File: config.mk
export PLATFORM = sky130hd
export DESIGN_NAME = gated_counter
export DESIGN_NICKNAME = d
export VERILOG_FILES = /design/src/rtl/gcnt_pkg.sv /design/src/rtl/gcnt_sync.sv /design/src/rtl/gcnt_period_timer.sv /design/src/rtl/gcnt_gate_sel.sv /design/src/rtl/gcnt_core.sv /design/src/rtl/gated_counter.sv
export SDC_FILE = /design/constraint.sdc
export NUM_CORES = 1
export LEC_CHECK = 0
export ABC_AREA = 1
export CAP_MARGIN = 40
export CORE_ASPECT_RATIO = 0.7
export CORE_UTILIZATION = 40
export DETAILED_ROUTE_END_ITERATION = 6
export DONT_BUFFER_PORTS = 1
export PLACE_DENSITY = 0.61
export SETUP_SLACK_MARGIN = 0.5
export SYNTH_ARGS = -nofsm -noshare
export SYNTH_HDL_FRONTEND = slang
export SYNTH_SLANG_ARGS = --single-unit
File: constraint.sdc
create_clock -name clk_i -period 3.8 [get_ports clk_i]
set_clock_uncertainty 0.1 [all_clocks]
set_input_delay 0.57 -clock clk_i [delete_from_list [all_inputs] [get_ports clk_i]]
set_output_delay 0.57 -clock clk_i [all_outputs]
set_load 0.05 [all_outputs]
File: src/rtl/gcnt_pkg.sv
package gcnt_pkg;
  typedef enum logic [1:0] {
    SRC_PIN   = 2'd0,
    SRC_MATCH = 2'd1,
    SRC_CMP1  = 2'd2,
    SRC_CMP2  = 2'd3
  } gate_src_e;

  typedef enum logic [1:0] {
    ADR_LO   = 2'd0,
    ADR_HI   = 2'd1,
    ADR_FLAG = 2'd2,
    ADR_NONE = 2'd3
  } reg_adr_e;
endpackage

File: src/rtl/gcnt_sync.sv
module gcnt_sync #(
  parameter int W = 3
) (
  input  logic         clk_i,
  input  logic         rst_ni,
  input  logic [W-1:0] d_i,
  output logic [W-1:0] q_o
);
  logic [W-1:0] s1_q, s2_q;

  always_ff @(posedge clk_i or negedge rst_ni) begin
    if (!rst_ni) begin
      s1_q <= '0;
      s2_q <= '0;
    end else begin
      s1_q <= d_i;
      s2_q <= s1_q;
    end
  end

  assign q_o = s2_q;
endmodule

File: src/rtl/gcnt_period_timer.sv
module gcnt_period_timer #(
  parameter int PW = 8
) (
  input  logic          clk_i,
  input  logic          rst_ni,
  input  logic          tick_i,
  input  logic [PW-1:0] period_i,
  output logic          match_o
);
  logic [PW-1:0] cnt_q;
  logic          match_q;
  logic          hit;

  assign hit = (cnt_q == period_i);

  always_ff @(posedge clk_i or negedge rst_ni) begin
    if (!rst_ni) begin
      cnt_q   <= '0;
      match_q <= 1'b0;
    end else begin
      match_q <= tick_i && hit;
      if (tick_i) cnt_q <= hit ? '0 : cnt_q + 1'b1;
    end
  end

  assign match_o = match_q;


  match_at_zero_chk: assert property (@(posedge clk_i) disable iff (!rst_ni)
    match_q |-> (cnt_q == '0));

  match_follows_hit_chk: assert property (@(posedge clk_i) disable iff (!rst_ni)
    (tick_i && hit) |=> match_q);
endmodule

File: src/rtl/gcnt_gate_sel.sv
module gcnt_gate_sel
  import gcnt_pkg::*;
(
  input  logic      en_i,
  input  logic      pol_i,
  input  gate_src_e sel_i,
  input  logic      pin_i,
  input  logic      match_i,
  input  logic      cmp1_i,
  input  logic      cmp2_i,
  output logic      qual_o
);
  logic gate;

  always_comb begin
    unique case (sel_i)
      SRC_PIN:   gate = pin_i;
      SRC_MATCH: gate = match_i;
      SRC_CMP1:  gate = cmp1_i;
      default:   gate = cmp2_i;
    endcase
  end

  // pol selects the counting level
  assign qual_o = !en_i || (gate == pol_i);
endmodule

File: src/rtl/gcnt_core.sv
module gcnt_core
  import gcnt_pkg::*;
#(
  parameter int DW = 8,
  localparam int CW = 2 * DW
) (
  input  logic          clk_i,
  input  logic          rst_ni,
  input  logic          inc_i,
  input  logic [1:0]    addr_i,
  input  logic          we_i,
  input  logic          re_i,
  input  logic [DW-1:0] wdata_i,
  output logic [DW-1:0] rdata_o,
  output logic          flag_o
);
  logic [CW-1:0] cnt_q;
  logic [DW-1:0] hi_buf_q;
  logic          flag_q;
  logic          wr_lo, wr_hi, wr_cnt, flag_clr, flag_set;

  assign wr_lo    = we_i && (addr_i == ADR_LO);
  assign wr_hi    = we_i && (addr_i == ADR_HI);
  assign wr_cnt   = wr_lo || wr_hi;
  assign flag_clr = we_i && (addr_i == ADR_FLAG);
  assign flag_set = inc_i && !wr_cnt && (&cnt_q);

  always_ff @(posedge clk_i or negedge rst_ni) begin
    if (!rst_ni) begin
      cnt_q    <= '0;
      hi_buf_q <= '0;
      flag_q   <= 1'b0;
    end else begin
      if (wr_lo)      cnt_q[DW-1:0]  <= wdata_i;
      else if (wr_hi) cnt_q[CW-1:DW] <= wdata_i;
      else if (inc_i) cnt_q          <= cnt_q + 1'b1;
      if (re_i && addr_i == ADR_LO) hi_buf_q <= cnt_q[CW-1:DW];
      flag_q <= flag_set || (flag_q && !flag_clr);
    end
  end

  always_comb begin
    unique case (addr_i)
      ADR_LO:   rdata_o = cnt_q[DW-1:0];
      ADR_HI:   rdata_o = hi_buf_q;
      ADR_FLAG: rdata_o = {{(DW-1){1'b0}}, flag_q};
      default:  rdata_o = '0;
    endcase
  end

  assign flag_o = flag_q;


  inc_step_chk: assert property (@(posedge clk_i) disable iff (!rst_ni)
    (inc_i && !wr_cnt) |=> (cnt_q == $past(cnt_q) + 1'b1));

  hold_chk: assert property (@(posedge clk_i) disable iff (!rst_ni)
    (!inc_i && !wr_cnt) |=> $stable(cnt_q));

  ovf_set_chk: assert property (@(posedge clk_i) disable iff (!rst_ni)
    (inc_i && !wr_cnt && cnt_q == {CW{1'b1}}) |=> (flag_q && cnt_q == '0));

  flag_sticky_chk: assert property (@(posedge clk_i) disable iff (!rst_ni)
    (flag_q && !flag_clr) |=> flag_q);

  wr_lo_chk: assert property (@(posedge clk_i) disable iff (!rst_ni)
    wr_lo |=> (cnt_q[DW-1:0] == $past(wdata_i)));
endmodule

File: src/rtl/gated_counter.sv
module gated_counter
  import gcnt_pkg::*;
#(
  parameter int DW = 8,
  parameter int PW = 8,
  parameter int SYNC_W = 3
) (
  input  logic          clk_i,
  input  logic          rst_ni,
  input  logic          cnt_tick_i,
  input  logic          cnt_on_i,
  input  logic          gate_en_i,
  input  logic          gate_pol_i,
  input  logic [1:0]    gate_sel_i,
  input  logic          gate_pin_i,
  input  logic          cmp1_i,
  input  logic          cmp2_i,
  input  logic          aux_tick_i,
  input  logic [PW-1:0] aux_period_i,
  input  logic [1:0]    bus_addr_i,
  input  logic          bus_we_i,
  input  logic          bus_re_i,
  input  logic [DW-1:0] bus_wdata_i,
  output logic [DW-1:0] bus_rdata_o,
  output logic          ovf_flag_o,
  output logic          aux_match_o
);
  logic [SYNC_W-1:0] async_in, sync_out;
  logic              match, qual, inc;

  assign async_in = {cmp2_i, cmp1_i, gate_pin_i};

  gcnt_sync #(.W(SYNC_W)) u_sync (
    .clk_i(clk_i), .rst_ni(rst_ni), .d_i(async_in), .q_o(sync_out)
  );

  gcnt_period_timer #(.PW(PW)) u_aux (
    .clk_i(clk_i), .rst_ni(rst_ni), .tick_i(aux_tick_i),
    .period_i(aux_period_i), .match_o(match)
  );

  gcnt_gate_sel u_gate (
    .en_i(gate_en_i), .pol_i(gate_pol_i), .sel_i(gate_src_e'(gate_sel_i)),
    .pin_i(sync_out[0]), .match_i(match), .cmp1_i(sync_out[1]),
    .cmp2_i(sync_out[2]), .qual_o(qual)
  );

  assign inc = cnt_tick_i && cnt_on_i && qual;

  gcnt_core #(.DW(DW)) u_core (
    .clk_i(clk_i), .rst_ni(rst_ni), .inc_i(inc), .addr_i(bus_addr_i),
    .we_i(bus_we_i), .re_i(bus_re_i), .wdata_i(bus_wdata_i),
    .rdata_o(bus_rdata_o), .flag_o(ovf_flag_o)
  );

  assign aux_match_o = match;


  off_no_inc_chk: assert property (@(posedge clk_i) disable iff (!rst_ni)
    !cnt_on_i |-> !inc);
endmodule

Word level (Yosys, flattened, before mapping):

Index checks and enable logic that the tools add are counted.

* bitwise operators: 1
* equal/unequal tests: 7
* add/sub/neg operators: 2
* mux-type cells: 7
* reductions and logical operators: 23

Operators by type and width (count)
* $mux W8: 4
* $pmux W8 S3: 1
* $add A16 B1 Y16 const B: 1
* $mux W16: 1
* $reduce_and A16 Y1: 1
* $logic_and A1 B1 Y1: 10
* $add A8 B1 Y8 const B: 1
* $eq A8 B8 Y1: 1
* $eq A2 B1 Y1 const B: 2
* $eq A2 B2 Y1 const B: 2
* $logic_not A2 Y1: 2
* $reduce_and A2 Y1: 2
* $reduce_bool A2 Y1: 2
* $logic_not A1 Y1: 3
* $logic_or A1 B1 Y1: 3
* $pmux W1 S3: 1
* $ne A2 B1 Y1 const B: 1
* $eq A1 B1 Y1: 1
* $not A1 Y1: 1

* logic and storage cells: 48
* register bits: 40
* output and inout port bits: 10
* input port bits: 32

Longest topological paths before layout:

* word-level depth: 8
* gate-level depth with buffers: 11

Cells and area by module:

A second synthesis with hierarchy kept.

* cell total of the unflattened synthesis: 352
* area total of the unflattened synthesis: 2502.4 sq um

Modules (own cells, without submodules)
* gcnt_core: area each 1662.8 sq um, cells an instance 242, instances 1, seq. area each 625.6 sq um
* gcnt_period_timer: area each 616.8 sq um, cells an instance 88, instances 1, seq. area each 225.2 sq um
* gcnt_sync: area each 150.1 sq um, cells an instance 6, instances 1, seq. area each 150.1 sq um
* gcnt_gate_sel: area each 58.8 sq um, cells an instance 13, instances 1, seq. area each 0.0 sq um
* gated_counter: area each 13.8 sq um, cells an instance 3, instances 1, seq. area each 0.0 sq um

Worst setup path after synthesis:

Ideal clock, no wire load.

* kind: input to output
* start: in bus_addr_i[0]
* end: out bus_rdata_o[3]
* data arrival time: 1895 ps
* required time: 3130 ps
* setup slack: 1235 ps
* cell stages on the path: 3
* buffers on the path: 0
* cell sequence: nor2_4 inv_1 o21ai_0

* word-level cells in the longest chain between the ends: 2
* elaborated cells between the ends (all ways): 4

Ends and longest elaborated chain
* from (decl): line gated_counter.sv:20 `input logic [1:0] bus_addr_i,`
* $eq A2 B2 Y1 (tied with other cells): line gcnt_core.sv:43 `unique case (addr_i)`
* $pmux W8 S3 *: line gcnt_core.sv:43
* to (decl): line gated_counter.sv:24 `output logic [DW-1:0] bus_rdata_o,`

Mark *: on every way between the ends. The rest lies on a longest branch, timed or not.

Worst setup path in the final report:

* start: reg u_core.flag_q, in the netlist u_core.flag_o
* end: out bus_rdata_o[0]

* word-level cells in the longest chain between the ends: 1

Ends and longest elaborated chain
* from (decl): line gcnt_core.sv:19 `logic flag_q;`
* from (signal assigned): line gcnt_core.sv:38 `flag_q <= flag_set || (flag_q && !flag_clr);`
* $pmux W8 S3: line gcnt_core.sv:43

No other way between the ends.

==> metrics <==
worst min-delay path class=in -> async; post-synthesis compound-gate area fraction=7.13%; Std-Cell Rows=23; MaxCap Viol Count=0; PnR worst setup slack=1.71 ns; CP required=3.13 ns; Placer Congestion=0.880; Critical Path Source=u_core.flag_o; r2r setup slk=1.95 ns; Post-Synthesis Cells=338; Mapped Area=2510 um^2; Cell variety after synth=35; CP bufs+invs=1; via total after detailed routing=2143; Post-DRT Antenna Nets=0; Worst-path clk slew=0.09 ns; relative slew slack=65.2%; Crit Path Max Fanout=3; # port buffers=0; Hold WS=0.00521 ns; Hold Vio Cnt, Final=0; Die X=96.7 um; die area=6600 um^2; Adder-Cell Fraction of Synth Area=0.997%; cell family with most CP delay=flip-flops; peak supply drop=0.160 mV; CP Class=reg -> out; deepest clock path buffer count=2; WL/cell=14.0 um; Die Y=68.3 um; crit share post-route=54.9%; worst-margin pin slew=0.523 ns; Pins Over Slew Limit=0; initial antenna violation count=0; Max Freq=480 MHz; drc violations=0; Seq/Total Area, Yosys=39.9%; fraction of registers with async set/reset=100%; htree depth=2; EDFF count, synth=0; status=finished, final reports clean; share of cells above drive strength 1=13.1%; Layout area overhead=7.38%; PwrDens=568 nW/um^2; Leak=1.33 nW; routed wire length=5860 um; yosys warns=0; Reg-to-Reg Start=u_aux.match_o; mux share of post-synthesis cell area=0.449%; Layout Nets=377; fin crit period=2.09 ns; setup TNS=0 ns; first-pass GRT wire length=9780 um; hpwl dp=4430 um; largest family of logic cells by synthesized area=simple AND/OR/NAND/NOR gates; CP endpoint kind=output port; Mapped Nets=372; TritonCTS clock tree=yes; setup repair bufs after CTS=0; Initial DRC Count=167; Syn Area/Cell=7.43 um^2; CP max stage delay=0.65 ns; drt pass-1 iters=4; CP endpoint=bus_rdata_o[0]; # IOs=42; CTS Buf Count=5; unrepaired setup endpoints after global routing=false; antenna cells=0; Worst-Skew Late Latency=0.30 ns; Worst R2R End=u_core.cnt_q[10]; Synth Register Bits=40; xor/xnor share of the synthesized area=3.49%; CP Launch Type=flop; pre-CTS setup slack=1.73 ns; final count of negative-setup-slack endpoints=0; clk root buf=clkbuf_8; Worst R2R Path Depth=9; worst-path cell chain=nand3_1 -> o211ai_1 -> buf_4; largest net degree at the start of global routing=41; gr usage total=19.4%; simple-gate area share of the yosys netlist=40.0%; core footprint=5900 um^2; vias per std cell=5.11; clock sink total=40; vias in the first global route=1939; Worst path slowest cell=dfrtp_1; WP depth=3; Initial Utilization=42.5%; Primary FF master, synth=dfrtp_1; Worst Path Arrival=1.42 ns; grt total ovfl=0
[power by group]
part | internal, W | switching, W
registers | 0.000546 | 0.000147
clock network | 0.000194 | 0.000161
logic | 0.000183 | 0.000301
[timing repair]
action	4_1_cts	5_1_grt
gates resized for setup	0	0
hold buffers	1	0
hold endpoints to repair	40	0
[cell families (layout without fill, tap and decap cells)]
group / after synthesis / in the layout
AO/OA/AOI/OAI: 31 / 31
XOR/XNOR: 10 / 10
adder cells (fa/ha/maj): 2 / 2
buffers and inverters: 42 / 48
flip-flops: 40 / 40
multiplexers: 1 / 1
AND/OR/NAND/NOR: 212 / 212
[through the flow]
| step | std cells | instance area [um^2] | power, W | util, % |
|---|---|---|---|---|
| floorplan | 338 | 2510 | 0.00107 | - |
| global placement | 406 | 2530 | 0.00115 | 42.9 |
| detailed placement | 410 | 2560 | 0.00117 | 43.5 |
| CTS | 419 | 2700 | 0.00154 | 45.7 |
| global route | 419 | 2700 | 0.00165 | 45.7 |
| finish | 419 | 2700 | 0.00153 | 45.7 |
[synth_stat cells, drive strengths merged (3+ instances only)]
| library cell | instances | area, um^2 |
|---|---|---|
| nand2 | 128 | 517 |
| nand3 | 44 | 275 |
| dfrtp | 40 | 1000 |
| inv | 35 | 131 |
| nor2 | 26 | 123 |
| o21ai | 20 | 100 |
| xor2 | 8 | 70.1 |
| nand4 | 6 | 37.5 |
| buf | 5 | 61.3 |
| nor3 | 4 | 25.0 |
| a21oi | 3 | 15.0 |
[layer usage]
| metal | vias up | GRT usage, % | wire length, um |
|---|---|---|---|
| met5 | - | 0 | 0 |
| met4 | 0 | 5.78 | 74 |
| met3 | 6 | 4.19 | 309 |
| met2 | 50 | 29.0 | 2400 |
| met1 | 991 | 28.1 | 3070 |
| li1 | 1096 | - | - |
[state kept, by name (all words and copies together) (netlist names)]
signal	flops
u_core.cnt_q	16
u_aux.cnt_q	8
u_core.hi_buf_q	8
u_sync.q_o	3
u_sync.s1_q	3
u_aux.match_o	1
u_core.flag_o	1
[placed cells by master, fill, tap and decap left out, types with 5 or more instances in the layout]
master,Yosys,final
clkbuf_8,0,5
dfrtp_1,40,40
inv_1,32,32
nand2_1,121,121
nand2_2,5,5
nand3_1,33,33
nand3_2,11,11
nand4_1,6,6
nor2_1,20,20
o21ai_0,15,12
o21ai_1,5,8
xor2_1,8,8
[worst min-delay path by stage]
stage                       from            endpoint  slack [ns]  depth (start not counted)
after global placement    rst_ni       u_sync.q_o[1]        0.18                          0
after floorplan           rst_ni      u_aux.cnt_q[0]        0.17                          0
after global routing      rst_ni  u_core.hi_buf_q[7]        0.02                          1
final                     rst_ni     u_core.cnt_q[0]       0.005                          1
after CTS                 rst_ni     u_core.cnt_q[7]        0.01                          1
after detailed placement  rst_ni       u_sync.q_o[2]        0.18                          0
[cell type report]
class / count / area, um^2
Clock buffer: 5 / 68.8
Clock inverter: 3 / 42.5
Fill cell: 617 / 3200
Inverter: 35 / 131
Multi-Input combinational cell: 256 / 1310
Sequential cell: 40 / 1000
Tap cell: 75 / 93.8
Timing Repair Buffer: 5 / 50.0
No activity file was read; power rests on OpenSTA's default activity.
